===== src/rtl/fseq_pkg.sv =====
// Shared types for the serial flash frame sequencer.
// Assumes a 32-bit command word whose fields are laid out as in cmd_t.
package fseq_pkg;
    localparam int DLEN_W = 14;
    localparam int BYTE_W = 8;
    localparam int LANES  = 4;

    typedef struct packed {
        logic [BYTE_W-1:0] opc;
        logic [2:0]        frm;
        logic [1:0]        fld;
        logic [2:0]        nimm;
        logic              dir_out;
        logic              dual;
        logic [DLEN_W-1:0] dlen;
    } cmd_t;

    typedef enum logic [2:0] {PH_OPC, PH_ADR, PH_IMM, PH_DAT, PH_NONE} phase_e;
    typedef enum logic [1:0] {LN_ONE, LN_TWO, LN_FOUR} lane_e;
    typedef enum logic [1:0] {ST_IDLE, ST_LOAD, ST_SHIFT, ST_FIN} state_e;
endpackage


===== src/rtl/fseq_plan.sv =====
// Frame planner: turns command fields into per-phase byte counts.
// Finds the first non-empty phase and the next one after the current phase,
// and selects the lane width of the current phase.
// Assumes phases always run in the order opcode, address, intermediate, data.
module fseq_plan
    import fseq_pkg::*;
(
    input  logic [2:0]        frm,
    input  logic [1:0]        fld,
    input  logic [2:0]        nimm,
    input  logic [DLEN_W-1:0] dlen,
    input  logic              dual,
    input  phase_e            cur,
    output phase_e            first_ph,
    output logic [DLEN_W-1:0] first_cnt,
    output phase_e            next_ph,
    output logic [DLEN_W-1:0] next_cnt,
    output lane_e             cur_lane
);
    logic [DLEN_W-1:0] cnt [4];
    logic              multi;

    // Byte count of each phase from the frame code.
    always_comb begin
        cnt[0] = (frm >= 3'd1 && frm <= 3'd5) ? DLEN_W'(1) : '0;
        case (frm)
            3'd2:    cnt[1] = DLEN_W'(1);
            3'd3:    cnt[1] = DLEN_W'(2);
            3'd4:    cnt[1] = DLEN_W'(3);
            3'd5:    cnt[1] = DLEN_W'(4);
            3'd6:    cnt[1] = DLEN_W'(3);
            3'd7:    cnt[1] = DLEN_W'(4);
            default: cnt[1] = '0;
        endcase
        cnt[2] = DLEN_W'(nimm);
        cnt[3] = dlen;
    end

    // Lowest non-empty phase overall, and lowest non-empty phase after cur.
    always_comb begin
        first_ph  = PH_NONE;
        first_cnt = '0;
        next_ph   = PH_NONE;
        next_cnt  = '0;
        for (int i = 3; i >= 0; i--) begin
            if (cnt[i] != '0) begin
                first_ph  = phase_e'(i);
                first_cnt = cnt[i];
                if (i > int'(cur)) begin
                    next_ph  = phase_e'(i);
                    next_cnt = cnt[i];
                end
            end
        end
    end

    // Lane width of the current phase from the field code.
    always_comb begin
        case (cur)
            PH_OPC:         multi = (fld == 2'd3);
            PH_ADR, PH_IMM: multi = fld[1];
            PH_DAT:         multi = (fld != 2'd0);
            default:        multi = 1'b0;
        endcase
        cur_lane = multi ? (dual ? LN_TWO : LN_FOUR) : LN_ONE;
    end
endmodule


===== src/rtl/fseq_lanes.sv =====
// Lane mapper: places the top bits of the shift register on the IO lanes,
// and builds the next shift value for either transmit or receive.
// Assumes MSB-first order, with the higher bit on the higher lane.
module fseq_lanes
    import fseq_pkg::*;
(
    input  logic [BYTE_W-1:0] sh,
    input  lane_e             lane,
    input  logic              drive,
    input  logic [LANES-1:0]  io_in,
    output logic [LANES-1:0]  io_out,
    output logic [LANES-1:0]  io_oe,
    output logic [BYTE_W-1:0] sh_out,
    output logic [BYTE_W-1:0] sh_in,
    output logic [2:0]        grp_init
);
    // Per-width lane placement and shift step.
    always_comb begin
        case (lane)
            LN_TWO: begin
                io_out   = {2'b00, sh[7:6]};
                io_oe    = 4'b0011;
                sh_out   = {sh[5:0], 2'b00};
                sh_in    = {sh[5:0], io_in[1:0]};
                grp_init = 3'd3;
            end
            LN_FOUR: begin
                io_out   = sh[7:4];
                io_oe    = 4'b1111;
                sh_out   = {sh[3:0], 4'b0000};
                sh_in    = {sh[3:0], io_in};
                grp_init = 3'd1;
            end
            default: begin
                io_out   = {3'b000, sh[7]};
                io_oe    = 4'b0001;
                sh_out   = {sh[6:0], 1'b0};
                sh_in    = {sh[6:0], io_in[1]};
                grp_init = 3'd7;
            end
        endcase
        if (!drive) begin
            io_out = '0;
            io_oe  = '0;
        end
    end
endmodule


===== src/rtl/flash_frame_seq.sv =====
// Serial flash command frame sequencer (top).
// Runs one frame per start pulse: optional opcode, address bytes,
// intermediate bytes and a data phase, each at its own lane width.
// Assumes tick pulses no faster than the clock; each SCK period takes two ticks.
module flash_frame_seq
    import fseq_pkg::*;
(
    input  logic        clk,
    input  logic        rst_n,
    input  logic        start,
    input  logic [31:0] cmd_word,
    input  logic [31:0] addr_word,
    input  logic [31:0] imm_word,
    input  logic        sck_idle_high,
    input  logic        tick,
    input  logic [7:0]  tx_byte,
    input  logic        tx_valid,
    output logic        tx_ready,
    output logic [7:0]  rx_byte,
    output logic        rx_valid,
    input  logic [3:0]  io_in,
    output logic [3:0]  io_out,
    output logic [3:0]  io_oe,
    output logic        sck,
    output logic        cs_n,
    output logic        busy,
    output logic        done
);
    state_e            st;
    phase_e            ph;
    cmd_t              cmd_q;
    cmd_t              plan_cmd;
    logic [31:0]       addr_q, imm_q;
    logic [DLEN_W-1:0] rem;
    logic [2:0]        grp;
    logic [7:0]        sh, ld, rx_q;
    logic              sck_r, cs_r, rx_v_q, done_q;
    phase_e            first_ph, next_ph;
    logic [DLEN_W-1:0] first_cnt, next_cnt;
    lane_e             lane;
    logic [7:0]        sh_out, sh_in;
    logic [2:0]        grp_init;
    logic              dat_in, drive, can_load;
    logic [1:0]        aidx, iidx;

    // Plan from the live command word while idle, from the copy during a frame.
    assign plan_cmd = (st == ST_IDLE) ? cmd_t'(cmd_word) : cmd_q;

    fseq_plan u_plan (
        .frm(plan_cmd.frm), .fld(plan_cmd.fld), .nimm(plan_cmd.nimm),
        .dlen(plan_cmd.dlen), .dual(plan_cmd.dual), .cur(ph),
        .first_ph(first_ph), .first_cnt(first_cnt),
        .next_ph(next_ph), .next_cnt(next_cnt), .cur_lane(lane)
    );

    assign dat_in = (ph == PH_DAT) && !cmd_q.dir_out;
    assign drive  = (st != ST_IDLE) && (ph != PH_NONE) && !dat_in;

    fseq_lanes u_lanes (
        .sh(sh), .lane(lane), .drive(drive), .io_in(io_in),
        .io_out(io_out), .io_oe(io_oe), .sh_out(sh_out), .sh_in(sh_in),
        .grp_init(grp_init)
    );

    // Byte to load for the current phase; remaining count selects the byte.
    always_comb begin
        aidx = rem[1:0] - 2'd1;
        iidx = cmd_q.nimm[1:0] - rem[1:0];
        case (ph)
            PH_OPC:  ld = cmd_q.opc;
            PH_ADR:  ld = addr_q[{aidx, 3'b000} +: 8];
            PH_IMM:  ld = imm_q[{iidx, 3'b000} +: 8];
            PH_DAT:  ld = cmd_q.dir_out ? tx_byte : 8'h00;
            default: ld = 8'h00;
        endcase
    end

    assign tx_ready = (st == ST_LOAD) && (ph == PH_DAT) && cmd_q.dir_out;
    assign can_load = !(tx_ready && !tx_valid);

    // Frame sequencing: load a byte, run its SCK groups, then step phases.
    always_ff @(posedge clk) begin
        if (!rst_n) begin
            st <= ST_IDLE;  ph <= PH_NONE;  cmd_q <= '0;
            addr_q <= '0;   imm_q <= '0;    rem <= '0;
            grp <= '0;      sh <= '0;       sck_r <= 1'b0;
            cs_r <= 1'b1;   rx_q <= '0;     rx_v_q <= 1'b0;
            done_q <= 1'b0;
        end else begin
            rx_v_q <= 1'b0;
            done_q <= 1'b0;
            case (st)
                ST_IDLE: if (start) begin
                    cmd_q  <= cmd_t'(cmd_word);
                    addr_q <= addr_word;
                    imm_q  <= imm_word;
                    cs_r   <= 1'b0;
                    sck_r  <= 1'b0;
                    ph     <= first_ph;
                    rem    <= first_cnt;
                    st     <= (first_ph == PH_NONE) ? ST_FIN : ST_LOAD;
                end
                ST_LOAD: if (can_load) begin
                    sh  <= ld;
                    grp <= grp_init;
                    st  <= ST_SHIFT;
                end
                ST_SHIFT: if (tick) begin
                    if (!sck_r) begin
                        sck_r <= 1'b1;
                        if (dat_in) begin
                            sh <= sh_in;
                            if (grp == 3'd0) begin
                                rx_q   <= sh_in;
                                rx_v_q <= 1'b1;
                            end
                        end
                        if (grp == 3'd0 && rem == DLEN_W'(1) && next_ph == PH_NONE)
                            st <= ST_FIN;
                    end else begin
                        sck_r <= 1'b0;
                        if (grp != 3'd0) begin
                            grp <= grp - 3'd1;
                            if (!dat_in) sh <= sh_out;
                        end else if (rem != DLEN_W'(1)) begin
                            rem <= rem - DLEN_W'(1);
                            st  <= ST_LOAD;
                        end else begin
                            ph  <= next_ph;
                            rem <= next_cnt;
                            st  <= ST_LOAD;
                        end
                    end
                end
                ST_FIN: if (tick) begin
                    cs_r   <= 1'b1;
                    done_q <= 1'b1;
                    st     <= ST_IDLE;
                end
                default: st <= ST_IDLE;
            endcase
        end
    end

    assign sck      = (st == ST_IDLE) ? sck_idle_high : sck_r;
    assign cs_n     = cs_r;
    assign busy     = (st != ST_IDLE);
    assign done     = done_q;
    assign rx_byte  = rx_q;
    assign rx_valid = rx_v_q;
endmodule


===== config.mk =====
export PLATFORM = sky130hd
export DESIGN_NAME = flash_frame_seq
export DESIGN_NICKNAME = d
export VERILOG_FILES = /design/src/rtl/fseq_pkg.sv /design/src/rtl/fseq_plan.sv /design/src/rtl/fseq_lanes.sv /design/src/rtl/flash_frame_seq.sv
export SDC_FILE = /design/constraint.sdc
export NUM_CORES = 1
export LEC_CHECK = 0
export BUFFER_PORTS_ARGS = -buffer_cell sky130_fd_sc_hd__buf_2
export CAP_MARGIN = 0
export CORE_AREA = 2 2 162 164
export CTS_BUF_LIST = sky130_fd_sc_hd__clkbuf_2
export DETAILED_ROUTE_END_ITERATION = 7
export DIE_AREA = 0 0 164 166
export GPL_TIMING_DRIVEN = 0
export PLACE_DENSITY = 0.52
export SKIP_LAST_GASP = 1
export SYNTH_ARGS = -nofsm -noshare
export SYNTH_HDL_FRONTEND = slang
export SYNTH_SLANG_ARGS = --single-unit

===== constraint.sdc =====
create_clock -name clk -period 3.56 [get_ports clk]
set_clock_uncertainty 0.2 [all_clocks]
set_input_delay 0.712 -clock clk [delete_from_list [all_inputs] [get_ports clk]]
set_output_delay 0.712 -clock clk [all_outputs]
set_load 0.01 [all_outputs]

## Word level (Yosys, flattened, before mapping)

Index checks and enable logic that the tools add are counted.

| cells by class | value |
|---|---|
| shifts and indexed selects | 2 |
| add/subtract/negate cells | 4 |
| $lt $le $gt $ge | 5 |
| eq/ne operators | 33 |
| bitwise logic cells | 5 |
| reduce and logical (&&, ||, !) cells | 39 |
| multiplexer cells | 77 |

Operator list:

| kind | count |
|---|---|
| $mux 14 | 15 |
| $shiftx 32x6->8 | 2 |
| $mux 3 | 19 |
| $mux 8 | 7 |
| $reduce_bool 14->1 | 4 |
| $pmux 8 s2 | 3 |
| $pmux 8 s4 | 1 |
| $pmux 14 s2 | 1 |
| $mux 24 | 1 |
| $mux 2 | 10 |
| $eq 3x3->1 const B | 6 |
| $ne 3x3->1 const B | 6 |
| $pmux 3 s2 | 3 |
| $reduce_and 6->1 | 3 |
| $ne 2x2->1 const B | 8 |
| $pmux 4 s2 | 2 |
| $reduce_and 5->1 | 3 |
| $eq 14x1->1 const B | 1 |
| $ne 14x1->1 const B | 1 |
| $sub 14x1->14 const B | 1 |
| $eq 3x2->1 const B | 4 |
| $pmux 3 s4 | 1 |
| $reduce_bool 2->1 | 5 |
| $logic_and 1x1->1 | 9 |
| 24 further kinds | 49 |

| storage, ports and cells | value |
|---|---|
| logic and storage cells | 184 |
| bits in registers | 138 |
| input bits | 114 |

## Longest topological paths before layout

Gate-level depths: netlist of run 1.

| depth | value |
|---|---|
| depth in word-level cells | 14 |
| mapped depth | 11 |

## Modules after synthesis

Synthesis of run 1 repeated with hierarchy kept, for this count alone.

| unflattened totals | value |
|---|---|
| cell total of the unflattened synthesis | 970 |
| area total of the unflattened synthesis | 7656.1 µm² |

By module, submodules not included:

| module | cells an instance | instances | area an instance (µm²) |
|---|---|---|---|
| flash_frame_seq | 827 | 1 | 6767.7 |
| fseq_plan | 85 | 1 | 529.3 |
| fseq_lanes | 58 | 1 | 359.1 |

## Worst setup path after synthesis of run 1

No wires, ideal clock.

| timing | value |
|---|---|
| path type | reg-to-reg |
| start point | reg rem[0] |
| end point | reg sh[0] |
| setup time | 58 ps |
| required time | 3302 ps |
| arrival time | 2867 ps |
| cell stages (with the launch flop) | 11 |
| buffers on the path | 2 |
| path slack | 435 ps |
| cells stage by stage | dfxtp_1 buf_1 clkbuf_1 inv_1 ha_1 nor4b_1 a22o_1 a221oi_1 o22a_1 o211ai_1 o221a_2 |

| on the way | value |
|---|---|
| word-level cells in the longest chain between the ends | 5 |

Ends and longest elaborated chain:

| item | RTL line | text |
|---|---|---|
| start, declared | flash_frame_seq.sv:34 | `logic [DLEN_W-1:0] rem;` |
| start signal, assigned | flash_frame_seq.sv:100 | `rem <= first_cnt;` |
| start signal, assigned | flash_frame_seq.sv:126 | `rem <= rem - DLEN_W'(1);` |
| start signal, assigned | flash_frame_seq.sv:130 | `rem <= next_cnt;` |
| $sub 2x2->2 or $sub 2x1->2 (tied branches) | flash_frame_seq.sv:68, flash_frame_seq.sv:67 |  |
| $shiftx 32x6->8 (on tied branches) | flash_frame_seq.sv:72, flash_frame_seq.sv:71 |  |
| $pmux 8 s4 * | flash_frame_seq.sv:69 | `case (ph)` |
| $mux 8 * | flash_frame_seq.sv:103 | `ST_LOAD: if (can_load) begin` |
| $pmux 8 s2 * | flash_frame_seq.sv:92 | `case (st)` |
| end signal, assigned | flash_frame_seq.sv:104 | `sh <= ld;` |
| end signal, assigned | flash_frame_seq.sv:112 | `sh <= sh_in;` |
| end signal, assigned | flash_frame_seq.sv:124 | `if (!dat_in) sh <= sh_out;` |
| end, declared | flash_frame_seq.sv:36 | `logic [7:0] sh, ld, rx_q;` |

Every way passes the cells marked *; elsewhere a longest branch is shown, timed or not. The select of a mux whose other input is x is not followed.
A chain may end at the register's enable or synchronous reset.

## Worst setup path after layout of run 1

| timing | value |
|---|---|
| start point | reg st[0] |
| end point | out io_out[2] |

| on the way | value |
|---|---|
| word-level cells in the longest chain between the ends | 8 |

Ends and longest elaborated chain:

| item | RTL line | text |
|---|---|---|
| start, declared | flash_frame_seq.sv:29 | `state_e st;` |
| start signal, assigned | flash_frame_seq.sv:101 | `st <= (first_ph == PH_NONE) ? ST_FIN : ST_LOAD;` |
| $logic_not 2->1 | flash_frame_seq.sv:47 | `assign plan_cmd = (st == ST_IDLE) ? cmd_t'(cmd_word) : cmd_q;` |
| $mux 24 | flash_frame_seq.sv:47 |  |
| $eq 2x2->1 or $reduce_bool 2->1 (tied branches) | fseq_plan.sv:60, fseq_plan.sv:62 |  |
| $pmux 1 s3 | fseq_plan.sv:59 | `case (cur)` |
| $mux 2 | fseq_plan.sv:65 | `cur_lane = multi ? (dual ? LN_TWO : LN_FOUR) : LN_ONE;` |
| $eq 2x2->1 or $eq 2x1->1 (tied branches) | fseq_lanes.sv:19 | `case (lane)` |
| $pmux 4 s2 | fseq_lanes.sv:19 |  |
| $mux 4 * | fseq_lanes.sv:42 | `if (!drive) begin` |
| end, declared | flash_frame_seq.sv:22 | `output logic [3:0] io_out,` |

Every way passes the cells marked *; elsewhere a longest branch is shown, timed or not.

==> results.yml, run 1 <==
clocking:
  cts_tree: "yes"
  cts_buffers: 17
  root_buffer: "clkbuf_2"
  cts_max_level: 4
  clkLatencyLatePin_ns: 0.78
  clk_pin_slew_ns: 0.27
  cts.sinks: 138
  clockBufferDepth: 2
floorplanning:
  initial_core_util: 0.295
  io_pins: 136
  die_y_um: 166
  coreArea_um2: 25600
  rows: 59
  fp.dieArea_um2: 27200
  die_x_um: 164
global_route:
  grt_pass1_vias: 7522
  grt_pass1_wl_mm: 42.0
  grt.total_usage: 0.199
  antenna_found_initial: 1
  gr-total-overflow: 0
  grt_start_max_net_pins: 20
synth:
  syn_area_per_cell_um2: 7.96
  ys_seq_elements: 138
  synth_area_leaders: "dfxtp_1, nand2_1, a21boi_0, mux2i_1, mux2_2"
  synth_top_area_share: 0.366
  synthCells: 948
  ys_types: 72
  synth_area_leader_cell: "dfxtp_1"
  async_flop_share: 0
  synth.yosys.warnings: 0
  synth_nets: 1067
  synth_edf_count: 0
  synth_area_um2: 7550
  yosysSeqAreaShare: 0.366
  ys.flop_type: "dfxtp_1"
worst_setup_path:
  start_kind: "register"
  worstReg2RegStart: "rem[0]"
  critPathCapture: "io_out[2]"
  crit_path_start: "st[0]"
  timing.rr.end: "sh[0]"
  required_ns: 2.65
  reg2reg_slack_ns: 0.25
  critical_path_class: "reg2out"
  r2r_cells: 9
  setup.worst_path.end_class: "output pin"
  cp.arrival_ns: 2.54
  crit_fanout: 5
power:
  p_leak_nw: 4.01
  p_total_w: 0.00402
  powerDensity_nw_per_um2: 403
  vdd_drop_max_mv: 0.191
routing:
  dr.pass1.iters: 5
  via_per_inst: 5.01
  totalWireLength_mm: 26.9
  antenna_left: 0
  vias: 7768
  wl_per_cell_um: 17.3
  drcViolationCount: 0
  first_iter_violations: 556
timing:
  finalHoldViolCount: 0
  rsz0062_at_grt: "true"
  fin_crit_ns: 3.45
  drv_slew: 0
  tightest_slew_ns: 0.799
  setup_violations: 0
  slew-limit-headroom: 0.463
  max_freq_mhz: 290
  min_period_over_period: 0.969
layout:
  nets: 1320
  syn2layout_area_growth_pct: 32.4
  seq_area_um2: 2770
  final_cells: 1550
  multiInputGateArea_um2: 4510
  finish.utilization: 0.390
  drive_gt1_frac: 0.210
  finalInstanceArea_um2: 10000
  fill_cells: 2676
placement:
  dp.cells: 1417
  portBuffers: 134
  dp.final_hpwl_mm: 19.9
  place_area_um2: 8640
  gp_congestion: 0.897
min_path:
  hp-class: "in2reg"
  hold_path_depth: 3
outcome:
  status: "finished, final reports clean"
flow_run:
  maxCapViolCount: 0
[worst max-delay path: stages (launching register included)]
cell and delay (ns):
dfxtp_4 0.42, buf_4 0.14, o21a_1 0.16, o211ai_1 0.33, a31oi_4 0.20, and3_4 0.22, and2_1 0.15, buf_2 0.13
[through the flow]
stage	hold WS (ns)	TNS, ns	setup slack (ns)
global route	0.00873	-0.0148	-0.0105
floorplan	0.240	0	0.435
finish	0.0466	0	0.112
detailed placement	0.254	-5.88	-0.847
CTS	0.00776	-0.180	-0.0652
global placement	0.247	-5.08	-0.733
[cells in the final DEF, fill, tap and decap left out, types with 6 or more instances in the layout]
cell type and n:
dfxtp_1 134, mux2_2 22, inv_1 10, o221a_2 11, xnor2_1 6, clkbuf_1 49
a31oi_1 8, o21ai_0 48, a21oi_1 35, a22oi_1 6, buf_2 140, nor2_1 31
mux2i_1 33, dlygate4sd3_1 95, and2_1 13, buf_4 13, clkbuf_2 18, nand2_1 252
inv_6 6, a221oi_1 7, nor4_1 13, nand3_1 13, nor3_1 15, o22a_1 6
a21boi_0 98, and3_1 6
[per-layer routing]
layer	part of all wire	wire [um]	GRT usage
met1	0.46	12300	0.262
met2	0.48	13000	0.333
met3	0.039	1040	0.0317
met4	0.021	576	0.0580
met5	0	0	0
[cells in the mapped netlist (6+ instances only)]
cell and n:
a21boi_0 98, a21oi_1 35, a221oi_1 7, a22oi_1 6, a31oi_1 8, and2_1 13, and3_1 7, buf_4 7
clkbuf_1 53, dfxtp_1 138, inv_1 11, mux2_2 22, mux2i_1 34, nand2_1 253, nand3_1 13, nor2_1 32
nor3_1 16, nor3b_1 6, nor4_1 13, o21ai_0 48, o221a_2 11, o22a_1 6, xnor2_1 6
[how the worst min path moves through the flow]
stage                  start    endpoint  slack [ns]
2_1_floorplan      addr_q[0]   addr_q[0]        0.24
3_3_place_gp      addr_q[21]  addr_q[21]        0.25
3_5_place_dp       addr_q[7]   addr_q[7]        0.25
4_1_cts        addr_word[25]  addr_q[25]       0.008
5_1_grt        addr_word[25]  addr_q[25]       0.009
6_report       addr_word[25]  addr_q[25]        0.05
[registers in the layout, summed over array words and instances, names as in the netlist]
name / count
st: 2
sck_r: 1
rx_valid: 1
rx_byte: 8
rem: 14
done: 1
ph: 3
grp: 3
imm_q: 32
sh: 8
cs_n: 1
cmd_q: 32
addr_q: 32
[report_power, final]
group,leakage (nW),internal [W],total [W],switching (W)
clock,0.143,0.000231,0.000958,0.000727
sequential,1.13,0.00168,0.00179,0.000112
combinational,2.73,0.000542,0.00128,0.000734
[timing repair]
action,CTS,global route
resized for setup,16,23
pin swaps,2,5
endpoints found under the hold margin,95,0
setup buffers,5,3
hold buffers,95,0
setup endpoints to repair,18,7
[logic make-up (layout without fill, tap and decap cells)]
kind of cell	Yosys count	after routing	share of synthesized area
fa+ha+maj	5	5	0.00829
buf+inv	82	348	0.0476
flops	138	138	0.366
compound gates	272	272	0.257
xor+xnor	10	10	0.0116
other cells	0	1	0
mux	58	58	0.0839
simple gates	383	383	0.226
[area by class of cell]
cell class,instances,area share
clock buffers,17,0.00851
inverters,11,0.00413
plain buffers,68,0.0323
well taps,335,0.0419
repair buffers,237,0.169
flip-flops and latches,138,0.277
diodes,1,0.000250
clock inverters,15,0.0150
multi-input cells,728,0.451
(Power assumes the default switching activity.)
==> run 2: changes to the inputs <==
Settings changed: CORE_AREA 2 2 162 164 to 4 4 164 166, DIE_AREA 0 0 164 166 to 0 0 168 170.
Clock period 3.56 ns to 3.8 ns, I/O delays scaled along.
==> run 2 against run 1 <==
  * Via count down 1.1%
  * Cell count down 1.2%
  * Setup slack better by 0.054 ns
  * Critical path type unchanged
==> results.yml, run 2 (synthesis gave the netlist of run 1 again) <==
outcome:
  status: "finished, final reports clean"
routing:
  antenna_left: 0
  via_per_inst: 5.02
  totalWireLength_mm: 26.8
  dr.pass1.iters: 5
  vias: 7685
  drcViolationCount: 0
  wl_per_cell_um: 17.5
  first_iter_violations: 493
timing:
  timing.setup.tns_ns: 0
  max_freq_mhz: 275
  setup_violations: 0
  slew-limit-headroom: 0.466
  drv_slew: 0
  min_period_over_period: 0.956
  rsz0062_at_grt: "true"
  tightest_slew_ns: 0.794
  worst_hold_slack_ns: 0.0724
  fin_crit_ns: 3.63
  finalHoldViolCount: 0
power:
  power.share.combinational: 0.309
  p_leak_nw: 3.91
  powerDensity_nw_per_um2: 385
  swShare: 0.384
  p_total_w: 0.00375
  p_seq_frac: 0.446
  switchingPower_w: 0.00144
  vdd_drop_max_mv: 0.163
  p_clk_frac: 0.245
  p_int_w: 0.00231
clocking:
  root_buffer: "clkbuf_2"
  clkLatencyLatePin_ns: 0.76
  cts_tree: "yes"
  cts.sinks: 138
  cts_buffers: 17
  clk_pin_slew_ns: 0.24
  clockBufferDepth: 2
  cts_max_level: 4
floorplanning:
  fp.dieArea_um2: 28600
  coreArea_um2: 25600
  die_x_um: 168
  io_pins: 136
  initial_core_util: 0.295
  rows: 59
  die_y_um: 170
global_route:
  grt_start_max_net_pins: 17
  grt_pass1_vias: 7458
  gr-total-overflow: 0
  grt_pass1_wl_mm: 41.9
  grt_most_used_layer: "met2"
  gr-usage-met1: 0.246
  grt.total_usage: 0.186
  use_met2: 0.316
  antenna_found_initial: 1
  gr-usage-met3: 0.0283
min_path:
  min_to: "cmd_q[18]"
  hp-start: "cmd_word[18]"
  hp-class: "in2reg"
  hold_path_depth: 3
worst_setup_path:
  setup.worst_path.end_class: "output pin"
  timing.rr.end: "sh[4]"
  start_kind: "register"
  worstReg2RegStart: "rem[0]"
  crit_fanout: 10
  critical_path_class: "reg2out"
  r2r_cells: 10
  reg2reg_slack_ns: 0.49
  required_ns: 2.84
  cp.arrival_ns: 2.67
layout:
  syn2layout_area_growth_pct: 29.2
  nets: 1302
  final_cell_mix: "nand2_1, buf_2, dfxtp_1"
  top_regs: "addr_q x32, cmd_q x32, imm_q x32"
  final_cells: 1532
  layout_commonest_cell: "nand2_1"
  finish.utilization: 0.381
  drive_gt1_frac: 0.201
  fill_cells: 2649
placement:
  gp_congestion: 0.843
  portBuffers: 134
  dp.cells: 1417
  dp.final_hpwl_mm: 20.3
flow_run:
  maxCapViolCount: 0
run 2: what timing repair did:
action	4_1_cts	5_1_grt
endpoints found under the hold margin	80	1
endpoints found under the setup margin	15	11
hold buffers	80	1
buffers inserted	2	0
gates resized for setup	7	7
pin swaps	2	1
run 2: worst max path at each step:
stage	slack, ns	depth (start not counted)	end	startpoint
2_1_floorplan	0.67	10	sh[0]	rem[0]
3_3_place_gp	-0.48	10	sh[0]	rem[0]
3_5_place_dp	-0.51	9	sh[4]	rem[0]
4_1_cts	-0.001	8	io_out[2]	st[0]
5_1_grt	-0.04	6	io_out[2]	ph[0]
6_report	0.17	7	io_out[0]	st[1]
run 2: final cells by class:
type / instances / area, um^2 / share of cell area
Clock buffer: 17 / 85.1 / 0.00872
Buffer: 70 / 328 / 0.0336
Clock inverter: 15 / 160 / 0.0164
Tap cell: 335 / 419 / 0.0430
Timing Repair Buffer: 217 / 1500 / 0.153
Multi-Input combinational cell: 728 / 4460 / 0.457
Antenna cell: 1 / 2.50 / 0.000257
Inverter: 11 / 41.3 / 0.00423
Sequential cell: 138 / 2760 / 0.283
run 2: per-stage QoR:
step / worst slack, ns / area [um^2]
4_1_cts: -0.00146 / 9720
2_1_floorplan: 0.675 / 7550
6_report: 0.166 / 9750
3_3_place_gp: -0.484 / 8640
5_1_grt: -0.0413 / 9750
3_5_place_dp: -0.507 / 8640
run 2: critical path: stages, from the launching register on:
cell and delay (ns):
dfxtp_1 0.36, buf_6 0.14, nor2_4 0.14, mux2i_2 0.38
clkbuf_2 0.33, mux2i_1 0.12, a211oi_1 0.27, buf_2 0.18
run 2: power by group through the flow:
stage / Combinational, W / Clock [W] / Sequential (W)
after CTS: 0.00115 / 0.000940 / 0.00167
after global routing: 0.00128 / 0.00100 / 0.00169
after floorplan: 0.000742 / 0 / 0.00167
final: 0.00116 / 0.000920 / 0.00168
after global placement: 0.00107 / 0 / 0.00170
after detailed placement: 0.00107 / 0 / 0.00170
run 2: routing by layer:
metal / vias up / part of all wire
li1: 3854 / -
met1: 3619 / 0.46
met2: 181 / 0.49
met3: 31 / 0.036
met4: 0 / 0.017
met5: - / 0
==> run 3: changes to the inputs <==
Settings changed: CORE_AREA 4 4 164 166 to 4 4 123 125, DIE_AREA 0 0 168 170 to 0 0 127 129, PLACE_DENSITY 0.52 to 0.81.
==> run 3 against run 2 <==
  * The run now ends with design-rule violations left
  * Setup slack better by 0.0073 ns
  * Combinational power shrank 8%
  * Non-clock buffer count is 77 lower
  * First-iteration DRC count up 66%
  * Sequential share of layout area grew 3.3 points
  * Critical path type unchanged
==> results.yml, run 3 (synthesis gave the netlist of run 1 again) <==
global_route:
  grt.total_usage: 0.273
  gr-usage-met1: 0.362
  grt_start_max_net_pins: 17
  grt_most_used_layer: "met2"
  use_met2: 0.449
  gr-usage-met3: 0.0577
  gr-total-overflow: 0
  antenna_found_initial: 1
  grt_pass1_wl_mm: 35.5
  grt_pass1_vias: 6954
worst_setup_path:
  crit_fanout: 10
  critical-path-slowest-cell: "dfxtp_1"
  cp.arrival_ns: 2.67
  crit_family: "simple AND/OR/NAND/NOR gates"
  critical_path_class: "reg2out"
  worstPathCellList: "buf_4 > nor2_1 > a21oi_1 > nand2_1 > inv_1 > and3_1 > and2_1 > buf_2"
  start_kind: "register"
  setup.worst_path.end_class: "output pin"
  critPathMaxStageDelay_ns: 0.46
  required_ns: 2.84
  crit_buf_inv: 3
clocking:
  root_buffer: "clkbuf_2"
  cts_max_level: 4
  clkLatencyLatePin_ns: 0.74
  cts.sinks: 138
  clockBufferDepth: 2
  cts_buffers: 17
  cts_tree: "yes"
  clk_pin_slew_ns: 0.25
timing:
  min_period_over_period: 0.954
  slew-limit-headroom: 0.490
  tightest_slew_ns: 0.758
  fin_crit_ns: 3.63
  max_freq_mhz: 276
  rsz0062_at_grt: "true"
  drv_slew: 0
  setup_violations: 0
  finalHoldViolCount: 0
layout:
  top_regs: "addr_q x32, cmd_q x32, imm_q x32"
  syn2layout_area_growth_pct: 15.9
  fill_cells: 1276
  finish.utilization: 0.630
  drive_gt1_frac: 0.211
  final_cell_mix: "nand2_1, buf_2, dfxtp_1"
  layout_commonest_cell: "nand2_1"
  nets: 1225
power:
  p_seq_frac: 0.471
  p_int_w: 0.00219
  switchingPower_w: 0.00137
  vdd_drop_max_mv: 0.285
  p_leak_nw: 3.57
  swShare: 0.386
  powerDensity_nw_per_um2: 407
  power.share.combinational: 0.302
  p_clk_frac: 0.227
  p_total_w: 0.00356
placement:
  gp_congestion: 0.931
  portBuffers: 134
  dp.final_hpwl_mm: 17.3
outcome:
  violations: "design-rule violations"
  status: "finished with violations"
min_path:
  hp-class: "in2reg"
routing:
  dr.pass1.iters: 8
  vias: 7658
  first_iter_violations: 819
  totalWireLength_mm: 23.0
  via_per_inst: 5.89
  drcViolationCount: 1
  antenna_left: 0
  wl_per_cell_um: 17.7
floorplanning:
  coreArea_um2: 13900
  die_y_um: 129
  fp.dieArea_um2: 16400
  die_x_um: 127
  io_pins: 136
  rows: 43
  initial_core_util: 0.544
flow_run:
  maxCapViolCount: 0
## run 3: cell count changes in the layout (fill, tap and decap cells not counted), moves of 2 or more
| cell | delta |
|---|---|
| o311ai_0 | -2 |
| dlygate4sd3_1 | -76 |
| clkinv_2 | +2 |
| o311ai_1 | +2 |
| inv_6 | +2 |
| inv_8 | -2 |
## run 3: power groups by stage
stage	registers (W)	logic, W	clock network (W)
floorplan	0.00167	0.000742	0
global placement	0.00169	0.00102	0
detailed placement	0.00170	0.00103	0
CTS	0.00167	0.00104	0.000800
global route	0.00169	0.00117	0.000872
finish	0.00168	0.00107	0.000809
## run 3: timing repair
item / CTS / global route
pin swaps: 1 / 1
endpoints found under the setup margin: 14 / 13
buffers inserted: 1 / 1
hold buffers: 0 / 5
gates resized for setup: 6 / 8
endpoints found under the hold margin: 0 / 5
## run 3: per-stage QoR
stage | area, um^2 | hold WS (ns) | TNS (ns) | std cells | setup WS (ns)
after global routing | 8750 | 0.000817 | -0.0202 | 1301 | -0.0202
after floorplan | 7550 | 0.240 | 0 | 948 | 0.675
final | 8750 | 0.0404 | 0 | 1301 | 0.174
after detailed placement | 8440 | 0.253 | -3.41 | 1262 | -0.527
after global placement | 8440 | 0.247 | -3.20 | 1262 | -0.502
after CTS | 8680 | 0.0203 | 0 | 1294 | 0.0454
## run 3: worst register-to-register path: cells and delay by family, from the launching register on
| family | cells | cell delay, ns |
|---|---|---|
| buffers and inverters | 3 | 0.95 |
| AOI/OAI and AO/OA | 5 | 0.81 |
| DFF | 1 | 0.58 |
| adders and majority gates | 1 | 0.47 |
| and+or+nand+nor | 1 | 0.32 |
## run 3: layout make-up
type,instances,area [um^2],share of cell area
inverter,11,41.3,0.00472
buffer,69,318,0.0363
tap,180,225,0.0257
multi-input combinational,728,4460,0.510
clock inverter,14,111,0.0127
timing repair buffer,141,736,0.0841
clock buffer,18,90.1,0.0103
sequential,138,2760,0.316
antenna,2,5.00,0.000572
## run 3: layer usage
| metal | share of wire | up-vias |
|---|---|---|
| met3 | 0.090 | 64 |
| met4 | 0.026 | 0 |
| met1 | 0.42 | 3522 |
| li1 | - | 3684 |
| met2 | 0.47 | 388 |
| met5 | 0 | - |
## run 3: final timing paths
check / slack, ns / start / endpoint / cells past startpoint
hold / removal: 0.04 / addr_word[1] / addr_q[1] / 3
hold reg to reg: 0.27 / addr_q[22] / addr_q[22] / 2
setup / recovery: 0.17 / ph[1] / io_out[2] / 8
setup reg to reg: 0.39 / rem[0] / sh[4] / 10
